### src/rtl/lsd_serial_pkg.sv
// Shared types for the low-side driver serial port.
// Assumes one event of each kind per system clock at most.
package lsd_serial_pkg;

    // Per-cycle bus events decoded from synchronized pin samples.
    typedef struct packed {
        logic load;      // chip select fell: capture sense bits
        logic shift_out; // serial clock rose while selected
        logic shift_in;  // serial clock fell while selected
        logic commit;    // chip select rose: update control latch
    } bus_evt_t;

endpackage

### src/rtl/pin_sync.sv
// Multi-stage synchronizer for a bundle of asynchronous pins.
// Assumes the bits are independent or stable across a sample window.
module pin_sync #(
    parameter int              W       = 1,
    parameter int              STAGES  = 2,
    parameter logic [W-1:0]    RST_VAL = '0
) (
    input  logic         clk,
    input  logic         rst_n,
    input  logic [W-1:0] d_i,
    output logic [W-1:0] q_o
);

    logic [W-1:0] stg_q [STAGES];

    for (genvar g = 0; g < STAGES; g++) begin : g_stage
        if (g == 0) begin : g_first
            // Capture raw pin levels.
            always_ff @(posedge clk or negedge rst_n) begin
                if (!rst_n) stg_q[g] <= RST_VAL;
                else        stg_q[g] <= d_i;
            end
        end else begin : g_next
            // Pass the sample down the chain.
            always_ff @(posedge clk or negedge rst_n) begin
                if (!rst_n) stg_q[g] <= RST_VAL;
                else        stg_q[g] <= stg_q[g-1];
            end
        end
    end

    assign q_o = stg_q[STAGES-1];

endmodule

### src/rtl/bus_edge_decode.sv
// Turns synchronized chip select and serial clock levels into
// single-cycle bus events. Clock edges only count while the chip
// select is low both now and in the previous sample.
module bus_edge_decode
    import lsd_serial_pkg::*;
(
    input  logic     clk,
    input  logic     rst_n,
    input  logic     sclk_s_i,
    input  logic     cs_n_s_i,
    output bus_evt_t evt_o
);

    logic cs_n_prev_q;
    logic sclk_prev_q;
    logic sel_steady;

    // Remember the last synchronized levels for edge detection.
    always_ff @(posedge clk or negedge rst_n) begin
        if (!rst_n) begin
            cs_n_prev_q <= 1'b1;
            sclk_prev_q <= 1'b0;
        end else begin
            cs_n_prev_q <= cs_n_s_i;
            sclk_prev_q <= sclk_s_i;
        end
    end

    assign sel_steady = !cs_n_s_i && !cs_n_prev_q;

    // Decode the four event kinds.
    always_comb begin
        evt_o.load      = cs_n_prev_q && !cs_n_s_i;
        evt_o.commit    = !cs_n_prev_q && cs_n_s_i;
        evt_o.shift_out = sel_steady && sclk_s_i && !sclk_prev_q;
        evt_o.shift_in  = sel_steady && !sclk_s_i && sclk_prev_q;
    end


    evt_excl_chk: assert property (@(posedge clk) disable iff (!rst_n)
        $onehot0({evt_o.load, evt_o.commit, evt_o.shift_out, evt_o.shift_in}));


    desel_quiet_chk: assert property (@(posedge clk) disable iff (!rst_n)
        cs_n_s_i |-> !(evt_o.shift_out || evt_o.shift_in));

endmodule

### src/rtl/diag_shifter.sv
// Shift register with parallel sense load, serial in on one clock
// edge and serial out on the other. MSB leaves first.
module diag_shifter
    import lsd_serial_pkg::*;
#(
    parameter int W = 8
) (
    input  logic         clk,
    input  logic         rst_n,
    input  bus_evt_t     evt_i,
    input  logic [W-1:0] par_i,
    input  logic         ser_i,
    output logic [W-1:0] reg_o,
    output logic         ser_o
);

    logic [W-1:0] sreg_q;
    logic         so_q;

    // Parallel load at frame start, shift in on falling serial clock.
    always_ff @(posedge clk or negedge rst_n) begin
        if (!rst_n)               sreg_q <= '0;
        else if (evt_i.load)      sreg_q <= par_i;
        else if (evt_i.shift_in)  sreg_q <= {sreg_q[W-2:0], ser_i};
    end

    // Present the top bit on rising serial clock.
    always_ff @(posedge clk or negedge rst_n) begin
        if (!rst_n)               so_q <= 1'b0;
        else if (evt_i.shift_out) so_q <= sreg_q[W-1];
    end

    assign reg_o = sreg_q;
    assign ser_o = so_q;


    load_sense_chk: assert property (@(posedge clk) disable iff (!rst_n)
        evt_i.load |=> sreg_q == $past(par_i));


    sreg_hold_chk: assert property (@(posedge clk) disable iff (!rst_n)
        !(evt_i.load || evt_i.shift_in) |=> $stable(sreg_q));


    so_hold_chk: assert property (@(posedge clk) disable iff (!rst_n)
        !evt_i.shift_out |=> $stable(so_q));

endmodule

### src/rtl/chan_latch.sv
// Channel control latch, 1 = channel off. Loads on commit; each bit
// can be forced off by its clear input, which wins over a commit.
module chan_latch #(
    parameter int W = 8
) (
    input  logic         clk,
    input  logic         rst_n,
    input  logic         commit_i,
    input  logic [W-1:0] data_i,
    input  logic [W-1:0] clr_i,
    output logic [W-1:0] off_o
);

    logic [W-1:0] off_q;

    // Commit new pattern, then apply per-bit force-off.
    always_ff @(posedge clk or negedge rst_n) begin
        if (!rst_n) off_q <= '1;
        else        off_q <= (commit_i ? data_i : off_q) | clr_i;
    end

    assign off_o = off_q;


    fault_off_chk: assert property (@(posedge clk) disable iff (!rst_n)
        (clr_i != '0) |=> ((off_q & $past(clr_i)) == $past(clr_i)));


    latch_hold_chk: assert property (@(posedge clk) disable iff (!rst_n)
        (!commit_i && clr_i == '0) |=> $stable(off_q));


    latch_load_chk: assert property (@(posedge clk) disable iff (!rst_n)
        (commit_i && clr_i == '0) |=> off_q == $past(data_i));

endmodule

### src/rtl/lsd_serial_port.sv
// Top of the serial port: synchronizes the pins and sense bits,
// decodes bus events, runs the diagnostic shifter and holds the
// channel latch. Assumes clk is at least four times the serial clock.
module lsd_serial_port
    import lsd_serial_pkg::*;
#(
    parameter int NCH      = 8,
    parameter int SYNC_STG = 2
) (
    input  logic           clk,
    input  logic           rst_n,
    input  logic           sclk_i,
    input  logic           sdi_i,
    input  logic           cs_n_i,
    input  logic [NCH-1:0] sense_i,
    input  logic [NCH-1:0] fault_off_i,
    output logic           sdo_o,
    output logic           sdo_en_o,
    output logic [NCH-1:0] ch_off_o
);

    localparam int SW = NCH + 3;
    localparam logic [SW-1:0] SYNC_RST = {1'b0, 1'b0, 1'b1, {NCH{1'b0}}};

    logic [SW-1:0]  sync_q;
    logic           sclk_s, sdi_s, cs_n_s;
    logic [NCH-1:0] sense_s;
    logic [NCH-1:0] sreg;
    bus_evt_t       evt;

    pin_sync #(.W(SW), .STAGES(SYNC_STG), .RST_VAL(SYNC_RST)) i_sync (
        .clk   (clk),
        .rst_n (rst_n),
        .d_i   ({sclk_i, sdi_i, cs_n_i, sense_i}),
        .q_o   (sync_q)
    );

    assign {sclk_s, sdi_s, cs_n_s, sense_s} = sync_q;

    bus_edge_decode i_dec (
        .clk      (clk),
        .rst_n    (rst_n),
        .sclk_s_i (sclk_s),
        .cs_n_s_i (cs_n_s),
        .evt_o    (evt)
    );

    diag_shifter #(.W(NCH)) i_shf (
        .clk   (clk),
        .rst_n (rst_n),
        .evt_i (evt),
        .par_i (sense_s),
        .ser_i (sdi_s),
        .reg_o (sreg),
        .ser_o (sdo_o)
    );

    chan_latch #(.W(NCH)) i_lat (
        .clk      (clk),
        .rst_n    (rst_n),
        .commit_i (evt.commit),
        .data_i   (sreg),
        .clr_i    (fault_off_i),
        .off_o    (ch_off_o)
    );

    assign sdo_en_o = !cs_n_s;


    so_en_rise_chk: assert property (@(posedge clk) disable iff (!rst_n)
        evt.load |-> sdo_en_o);

endmodule

### config.mk
export PLATFORM = sky130hd
export DESIGN_NAME = lsd_serial_port
export DESIGN_NICKNAME = d
export VERILOG_FILES = /design/src/rtl/lsd_serial_pkg.sv /design/src/rtl/pin_sync.sv /design/src/rtl/bus_edge_decode.sv /design/src/rtl/diag_shifter.sv /design/src/rtl/chan_latch.sv /design/src/rtl/lsd_serial_port.sv
export SDC_FILE = /design/constraint.sdc
export NUM_CORES = 1
export LEC_CHECK = 0
export ABC_AREA = 1
export CORE_MARGIN = 1.5
export CORE_UTILIZATION = 55
export CTS_CLUSTER_SIZE = 14
export DETAILED_ROUTE_END_ITERATION = 12
export DONT_BUFFER_PORTS = 1
export PLACE_DENSITY_LB_ADDON = 0.08
export SLEW_MARGIN = 20
export SYNTH_ARGS = -nofsm -noshare
export SYNTH_HDL_FRONTEND = slang
export SYNTH_HIERARCHICAL = 1
export SYNTH_SLANG_ARGS = --single-unit
### constraint.sdc
create_clock -name clk -period 1.8 [get_ports clk]
set_input_delay 0.09 -clock clk [delete_from_list [all_inputs] [get_ports clk]]
set_output_delay 0.09 -clock clk [all_outputs]
set_load 0.02 [all_outputs]
==> flow_summary.toml <==
[run_status]
outcome = "complete, no violations"

[route]
vias = 897
ant_nets = 0
routed_via_density = 4.85
drc_errors = 0
drt_iter0_markers = 24
drt-total-wl_um = 2180
dr_wl_met3_um = 109
routed.top_layer = "met4"
wl_met1_um = 953
drtPass1Iterations = 4
wl_met2_um = 1090
wire_per_inst_um = 11.8

[critical_path]
crit_path_max_fanout = 9
cpPeakStageDelay_ps = 610
critPathSlowestCell = "nor2_1"
r2r_setup_slack_ps = 340
cp_common_cell = "nand3_1"
worstSetupEndpointType = "flop"
worstSetupStartpointType = "flop"
crit_family = "simple AND/OR/NAND/NOR gates"
crit_buf_inv = 1
crit_path_cell_trace = "inv_1 -> nand2_1 -> nor2_1 -> nand3_1 -> nand3_1"
required_ps = 2080
path_class = "flop to flop"
arrival_ps = 1730

[pwr]
design_power_total_mw = 1.81
p_leak_nw = 0.853
peakVddDrop_uv = 1110
powerDensity_nw_per_um2 = 992

[timing]
drv_slew = 0
setup_tns_ps = 0
whs_ps = 211
rsz0062_at_grt = "no"
fin_ws_ps = 344
hold_viol_final = 0
fin_crit_sh_pct = 80.9
relSlewSlack_pct = 47.5
clock_skew_ps = 5.92
tightest_slew_ps = 784
fin_crit_ps = 1460
fmax_mhz = 687
finalSetupViolCount = 0

[logic_synthesis]
syn-num-nets = 158
ys_types = 14
synth.avg_cell_area_um2 = 11.5
netlist_area_um2 = 1580
synth-warning-count = 6
ys_ff_latch = 41
synth-seq-area-share_pct = 65.9
synthCells = 137

[placement]
io_buffers = 0
placed_area_um2 = 1520
post-place-cells = 156
place_ws_ps = 357
hpwl_um = 1360
gp_congestion = 0.759

[cts]
clk_pin_slew_ps = 120
ctsResizeCount = 0
clk_latency_ps = 330
cts_max_path_buffers = 2
post_cts_buffers = 0
cts_tree = "done"
root_buffer = "clkbuf_4"
htree_num_levels = 2
cts_made_buffers = 5
hold_buffers = 21
cts_sinks = 41

[floorplan]
core.rowCount = 19
io_pins = 31
start_util_pct = 57.7
die_area_um2 = 3200
die_x_um = 56.6
core_area_um2 = 2730
fp.dieH_um = 56.6

[global_route]
grt.total_usage_pct = 16.4
grt_max_degree = 42
antenna_found_initial = 0
grt_pass1_vias = 929
grt_pass1_wl_um = 3890
overflow = 0

[layout]
fin_cells = 185
design_area_um2 = 1820
drive_gt1_share_pct = 28.6
finalNetCount = 174
post-route-util_pct = 66.7
syn_to_final_growth_pct = 15.5
diodes = 0

[hold_path]
hp-class = "input port to async pin"

[run]
maxCapViolCount = 0
-- kinds of logic (layout without fill, tap and decap cells) --
group	after synthesis	count (layout)	synth area share [%]
buffers and inverters	30	47	11.4
AO/OA/AOI/OAI	1	1	0.317
flip-flops	41	41	65.9
AND/OR/NAND/NOR	65	65	22.4
-- power breakdown --
| group | internal, mW | switching [mW] | leakage (nW) |
|---|---|---|---|
| logic | 0.0742 | 0.0845 | 0.338 |
| clock network | 0.294 | 0.286 | 0.0414 |
| registers | 1.00 | 0.0653 | 0.473 |
| total | 1.37 | 0.435 | 0.853 |
-- final timing paths --
check,endpoint,depth (start not counted),from
worst max-delay path,i_shf/reg_o[5]$_DFFE_PN0P_,5,i_sync/q_o[10]$_DFF_PN0_
worst min-delay path,i_shf/reg_o[6]$_DFFE_PN0P_,2,rst_n
worst max register to register,i_shf/reg_o[5]$_DFFE_PN0P_,5,i_sync/q_o[10]$_DFF_PN0_
worst min register to register,i_sync/q_o[7]$_DFF_PN0_,0,i_sync/stg_q[18]$_DFF_PN0_
max in group asynchronous,i_sync/q_o[8]$_DFF_PN1_,2,rst_n
min in group clk,i_sync/stg_q[19]$_DFF_PN1_,1,cs_n_i
-- state kept, by name, summed over array words and instances (netlist names) --
register,count
i_dec/cs_n_prev_q,1
i_sync/q_o,11
i_shf/ser_o,1
i_dec/sclk_prev_q,1
i_shf/reg_o,8
i_sync/stg_q,11
i_lat/off_o,8
-- cell usage after synthesis --
library cell / instances / area (um^2)
nand2_2: 9 / 56.3
nand2_1: 27 / 101
inv_1: 12 / 45.0
buf_6: 2 / 22.5
inv_2: 3 / 11.3
dfrtp_1: 30 / 751
nand3_2: 8 / 80.1
inv_8: 1 / 11.3
o21ai_1: 1 / 5.00
dfstp_2: 11 / 289
buf_4: 12 / 90.1
nor2_8: 1 / 20.0
nor2_1: 4 / 15.0
nand3_1: 16 / 80.1
-- layout make-up --
class / count / area (um^2)
clock inverter: 3 / 46.3
timing repair buffer: 23 / 235
sequential: 41 / 1040
fill: 194 / 911
multi-input combinational: 66 / 358
inverter: 16 / 67.6
tap: 31 / 38.8
clock buffer: 5 / 37.5
-- worst reg2reg max path, stage by stage (launching register included) --
cell,delay [ps]
dfrtp_1,410
inv_1,60
nand2_1,40
nor2_1,610
nand3_1,160
nand3_1,120
-- cells in the final DEF (no fill, tap or decap) --
cell and instances:
clkinvlp_4 1, nand3_1 16, nor2_1 4, dfstp_2 11, inv_8 1, clkbuf_4 5
nand2_2 9, o21ai_1 1, buf_12 1, dlygate4sd3_1 20, bufinv_16 1, nand2_1 27
nor2_8 1, buf_4 2, inv_1 12, clkinv_4 1, dfrtp_1 30, inv_2 3
nand3_2 8
-- per-layer routing --
metal | global-route usage [%] | vias up
met5 | 0 | -
met3 | 7.37 | 4
met4 | 7.82 | 0
met2 | 26.4 | 31
li1 | - | 445
met1 | 18.7 | 417
Note: power is estimated with default switching activity, not from simulation.
